`src/rtl/can_ef_pkg.sv`:
```
package can_ef_pkg;
  typedef enum logic [1:0] {
    ST_OK      = 2'b00,
    ST_WARN    = 2'b01,
    ST_PASSIVE = 2'b10,
    ST_BUSOFF  = 2'b11
  } bus_st_e;

  localparam int unsigned BIT_WAKE = 0;
  localparam int unsigned BIT_CHG  = 1;
  localparam int unsigned RX_LO    = 2;
  localparam int unsigned TX_LO    = 4;
endpackage

```
`src/rtl/can_ef_classify.sv`:
```
module can_ef_classify
  import can_ef_pkg::*;
#(
  parameter int unsigned CNT_W    = 8,
  parameter int unsigned WARN_LIM = 96,
  parameter int unsigned PASS_LIM = 127
) (
  input  logic [CNT_W-1:0] cnt_i,
  input  logic             busoff_i,
  output bus_st_e          code_o
);
  localparam logic [CNT_W-1:0] WARN_C = CNT_W'(WARN_LIM);
  localparam logic [CNT_W-1:0] PASS_C = CNT_W'(PASS_LIM);

  always_comb begin
    if (busoff_i)           code_o = ST_BUSOFF;
    else if (cnt_i > PASS_C) code_o = ST_PASSIVE;
    else if (cnt_i > WARN_C) code_o = ST_WARN;
    else                     code_o = ST_OK;
  end
endmodule

```
`src/rtl/can_ef_status.sv`:
```
module can_ef_status
  import can_ef_pkg::*;
(
  input  logic    clk_i,
  input  logic    rst_ni,
  input  logic    hold_i,
  input  logic    clr_i,
  input  bus_st_e live_rx_i,
  input  bus_st_e live_tx_i,
  output bus_st_e rx_o,
  output bus_st_e tx_o,
  output logic    chg_o
);
  logic differ;
  assign differ = (live_rx_i != rx_o) || (live_tx_i != tx_o);

  always_ff @(posedge clk_i or negedge rst_ni) begin
    if (!rst_ni) begin
      rx_o  <= ST_OK;
      tx_o  <= ST_OK;
      chg_o <= 1'b0;
    end else if (hold_i) begin
      // codes keep tracking in init mode, flag held clear
      rx_o  <= live_rx_i;
      tx_o  <= live_tx_i;
      chg_o <= 1'b0;
    end else if (!chg_o && differ) begin
      rx_o  <= live_rx_i;
      tx_o  <= live_tx_i;
      chg_o <= 1'b1;
    end else if (clr_i) begin
      chg_o <= 1'b0;
    end
  end
endmodule

```
`src/rtl/can_ef_wake.sv`:
```
module can_ef_wake (
  input  logic clk_i,
  input  logic rst_ni,
  input  logic hold_i,
  input  logic set_i,
  input  logic clr_i,
  output logic flag_o
);
  always_ff @(posedge clk_i or negedge rst_ni) begin
    if (!rst_ni)     flag_o <= 1'b0;
    else if (hold_i) flag_o <= 1'b0;
    else if (set_i)  flag_o <= 1'b1;
    else if (clr_i)  flag_o <= 1'b0;
  end
endmodule

```
`src/rtl/can_err_flags.sv`:
```
module can_err_flags
  import can_ef_pkg::*;
#(
  parameter int unsigned TEC_W     = 9,
  parameter int unsigned REC_W     = 8,
  parameter int unsigned WARN_LIM  = 96,
  parameter int unsigned PASS_LIM  = 127,
  parameter int unsigned BOFF_LIM  = 255
) (
  input  logic             clk_i,
  input  logic             rst_ni,
  input  logic [TEC_W-1:0] tec_i,
  input  logic [REC_W-1:0] rec_i,
  input  logic             sleep_i,
  input  logic             bus_act_i,
  input  logic             wake_en_i,
  input  logic             init_req_i,
  input  logic             init_ack_i,
  input  logic             wr_en_i,
  input  logic [7:0]       wr_data_i,
  output logic [7:0]       rd_data_o,
  input  logic             wake_irq_en_i,
  input  logic             stat_irq_en_i,
  output logic             wake_irq_o,
  output logic             stat_irq_o
);
  localparam logic [TEC_W-1:0] BOFF_C = TEC_W'(BOFF_LIM);

  logic    in_init, wr_ok, busoff;
  bus_st_e live_rx, live_tx, rx_q, tx_q;
  logic    chg_q, wake_q;

  assign in_init = init_req_i & init_ack_i;
  assign wr_ok   = wr_en_i & ~in_init;
  assign busoff  = tec_i > BOFF_C;

  can_ef_classify #(.CNT_W(REC_W), .WARN_LIM(WARN_LIM), .PASS_LIM(PASS_LIM)) u_rx_cls (
    .cnt_i(rec_i), .busoff_i(busoff), .code_o(live_rx));

  can_ef_classify #(.CNT_W(TEC_W), .WARN_LIM(WARN_LIM), .PASS_LIM(PASS_LIM)) u_tx_cls (
    .cnt_i(tec_i), .busoff_i(busoff), .code_o(live_tx));

  can_ef_status u_status (
    .clk_i, .rst_ni, .hold_i(in_init),
    .clr_i(wr_ok & wr_data_i[BIT_CHG]),
    .live_rx_i(live_rx), .live_tx_i(live_tx),
    .rx_o(rx_q), .tx_o(tx_q), .chg_o(chg_q));

  can_ef_wake u_wake (
    .clk_i, .rst_ni, .hold_i(in_init),
    .set_i(sleep_i & wake_en_i & bus_act_i),
    .clr_i(wr_ok & wr_data_i[BIT_WAKE]),
    .flag_o(wake_q));

  always_comb begin
    rd_data_o                   = '0;
    rd_data_o[BIT_WAKE]         = wake_q;
    rd_data_o[BIT_CHG]          = chg_q;
    rd_data_o[RX_LO+1:RX_LO]    = rx_q;
    rd_data_o[TX_LO+1:TX_LO]    = tx_q;
  end

  assign wake_irq_o = wake_q & wake_irq_en_i;
  assign stat_irq_o = chg_q & stat_irq_en_i;
endmodule

```
`config.mk`:
```
export PLATFORM = sky130hd
export DESIGN_NAME = can_err_flags
export DESIGN_NICKNAME = d
export VERILOG_FILES = /design/src/rtl/can_ef_pkg.sv /design/src/rtl/can_ef_classify.sv /design/src/rtl/can_ef_status.sv /design/src/rtl/can_ef_wake.sv /design/src/rtl/can_err_flags.sv
export SDC_FILE = /design/constraint.sdc
export NUM_CORES = 1
export LEC_CHECK = 0
export BUFFER_PORTS_ARGS = -buffer_cell sky130_fd_sc_hd__buf_4
export CAP_MARGIN = 20
export CORE_AREA = 10 10 48 50
export DETAILED_ROUTE_END_ITERATION = 10
export DIE_AREA = 0 0 58 60
export PLACE_DENSITY = 0.73
export SYNTH_ARGS = -nofsm -noshare
export SYNTH_HDL_FRONTEND = slang
export SYNTH_SLANG_ARGS = --single-unit
```
`constraint.sdc`:
```
create_clock -name clk_i -period 2.5 [get_ports clk_i]
set_input_delay 0.5 -clock clk_i [delete_from_list [all_inputs] [get_ports clk_i]]
set_output_delay 0.5 -clock clk_i [all_outputs]
set_load 0.1 [all_outputs]
```
==> flow_summary.json <==
{
  "final_area_um2": 763,
  "cts_tree": "done",
  "clock_path_buffers": 2,
  "grt_pass1_wl_um": 2620,
  "fill_cells": 146,
  "cts_htree_levels": 1,
  "overflow": 0,
  "synth_seq_cells": 6,
  "clock-root-buffer": "clkbuf_4",
  "async_flop_share_pct": 100,
  "wirelength_um": 1580,
  "portBuffers": 36,
  "grt_setup_unrepaired": "false",
  "fin_cells": 108,
  "gp_congestion": 0.717,
  "total_power_mw": 0.494,
  "finalHoldViolations": 0,
  "dr_total_vias": 543,
  "ctsHoldBuffers": 0,
  "drv_slew": 0,
  "die_y_um": 60,
  "reg2reg_to": "u_status.rx_o[1]$_DFFE_PN0P_",
  "diodes": 0,
  "setup_slack_ns": 0.549,
  "synth_edf_count": 0,
  "netlist_area_um2": 480,
  "postRouteAntennaNets": 0,
  "finalCritPeriodShare_pct": 78.0,
  "nets": 129,
  "ys_types": 26,
  "grt_max_degree": 13,
  "clock.fmax_ghz": 0.513,
  "seq_area_frac_synth_pct": 31.3,
  "ff2ff_setup_slack_ns": 0.76,
  "cts.sinks": 6,
  "crit_path_cell_trace": "buf_4 > or4_4 > o32ai_2 > xnor2_1 > nor3_1 > a211oi_1",
  "avgSynthCellArea_um2": 8.43,
  "ir_drop_uv": 292,
  "die_w_um": 58,
  "setup_violations": 0,
  "numCtsBuffers": 3,
  "drtPass1Iterations": 4,
  "cp_max_fo": 3,
  "drt_iter0_drc": 2,
  "drv_cap": 0,
  "ctsResizeCount": 0,
  "std_cell_rows": 14,
  "drive_gt1_share_pct": 45.7,
  "r2r_cells": 5,
  "coreArea_mm2": 0.00144,
  "cpPeakStageDelay_ns": 0.52,
  "synthToLayoutAreaGrowth_pct": 58.9,
  "arrival_ns": 2.05,
  "crit_path_start_kind": "primary input",
  "cp.required_ns": 2.60,
  "min_period_ns": 1.95,
  "gr-usage-all-layers_pct": 9.27,
  "synth_flop_cell": "dfrtp_1",
  "crit_type": "primary input to flop",
  "antenna_found_initial": 0,
  "yosysWarnings": 0,
  "numPlacedInstances": 105,
  "holdCritPathClass": "primary input to async pin",
  "pre_cts_ws_ns": 0.284,
  "dpl.hpwl_um": 1390,
  "initial_core_util_pct": 33.4,
  "finClkSkew_ns": 0.00143,
  "cts_setup_buffers": 0,
  "layout_commonest_cell": "buf_4",
  "status": "finished clean",
  "power.leakage_nw": 0.366,
  "wl_per_cell_um": 14.6,
  "viasPerCell": 5.03,
  "die-area_mm2": 0.00348,
  "worstSetupEndpointType": "flop",
  "placed_area_um2": 741,
  "cp_slowest_cell": "or4_4",
  "layout_common_cells": "36 x buf_4, 6 x dfrtp_1, 5 x nand2_1, 4 x nor2_1, 4 x or3_1",
  "insertion_delay_ns": 0.24,
  "grt_pass1_vias": 587,
  "power.density_mw_per_mm2": 648,
  "clk_pin_slew_ns": 0.04,
  "drc": 0,
  "ios": 45,
  "syn_inst": 57,
  "reg2reg_from": "u_status.rx_o[1]$_DFFE_PN0P_",
  "fin_tns_setup_ns": 0
}
logic make-up after synthesis:
logic type,Yosys count,share of synthesized area [%]
flip-flops,6,31.2
other,1,0.781
XOR/XNOR,3,5.47
buffers and inverters,7,8.59
AND/OR/NAND/NOR,26,30.2
AO/OA/AOI/OAI,14,23.7
cell usage after synthesis, types with 2 or more instances:
cell type  n  area share, %
o21ai_0    3            3.1
and3b_1    2            3.6
buf_4      4            6.3
xnor2_1    2            3.6
inv_1      2            1.6
or3_1      4            5.2
a211oi_1   2            3.1
nand2_1    5            3.9
nor3_1     3            3.1
nor2_1     4            3.1
a21oi_1    2            2.1
and2_1     3            3.9
o32ai_2    2            6.8
nand3_1    2            2.1
dfrtp_1    6             31
worst max-delay path, delay by kind of cell:
| family | cells | cell delay, ns |
|---|---|---|
| buffers and inverters | 1 | 0.11 |
| AOI/OAI and AO/OA | 2 | 0.41 |
| xor gates and xnor gates | 1 | 0.14 |
| and+or+nand+nor | 2 | 0.90 |
flip-flops by register name, summed over array words and instances (netlist names):
signal          flops
u_wake.flag_o       1
u_status.tx_o       2
u_status.rx_o       2
u_status.chg_o      1
power breakdown:
group,internal (mW),total [mW],switching (mW)
combinational,0.0786,0.275,0.196
sequential,0.113,0.131,0.0188
clock,0.0542,0.0883,0.0340
total,0.246,0.494,0.249
worst max path at each step:
stage                                             from                            to  slack [ns]  depth (start not counted)
after detailed placement                      rec_i[2]  u_status.rx_o[1]$_DFFE_PN0P_        0.28                          6
after global placement                        rec_i[2]  u_status.tx_o[1]$_DFFE_PN0P_        0.33                          6
after floorplan           u_status.rx_o[1]$_DFFE_PN0P_  u_status.rx_o[1]$_DFFE_PN0P_        0.46                          5
final                                         rec_i[2]  u_status.rx_o[1]$_DFFE_PN0P_        0.55                          6
after global routing                          tec_i[2]  u_status.rx_o[1]$_DFFE_PN0P_        0.44                          6
after CTS                                     rec_i[2]  u_status.rx_o[1]$_DFFE_PN0P_        0.53                          6
final cells by class:
class	count	area [µm²]	area share, %
clock buffer	3	22.5	2.95
timing repair buffer	36	270	35.4
sequential	6	150	19.7
multi-input combinational	45	293	38.4
inverter	2	7.51	0.984
tap	16	20.0	2.62
metrics by stage:
stage | hold WS, ns | util [%]
3_5_place_dp | 0.312 | 51.6
3_3_place_gp | 0.310 | 51.6
5_1_grt | 0.0532 | 53.1
6_report | 0.0538 | 53.1
4_1_cts | 0.0503 | 53.1
2_1_floorplan | 0.204 | -
per-layer routing:
metal	wire (µm)	share of wire [%]	vias up	track usage, %
met3	245	16	4	5.72
met2	632	40	36	13.7
met4	15	0.95	0	4.03
li1	-	-	279	-
met1	683	43	224	10.4
met5	0	0	-	0
Note: power is estimated with default switching activity, not from simulation.
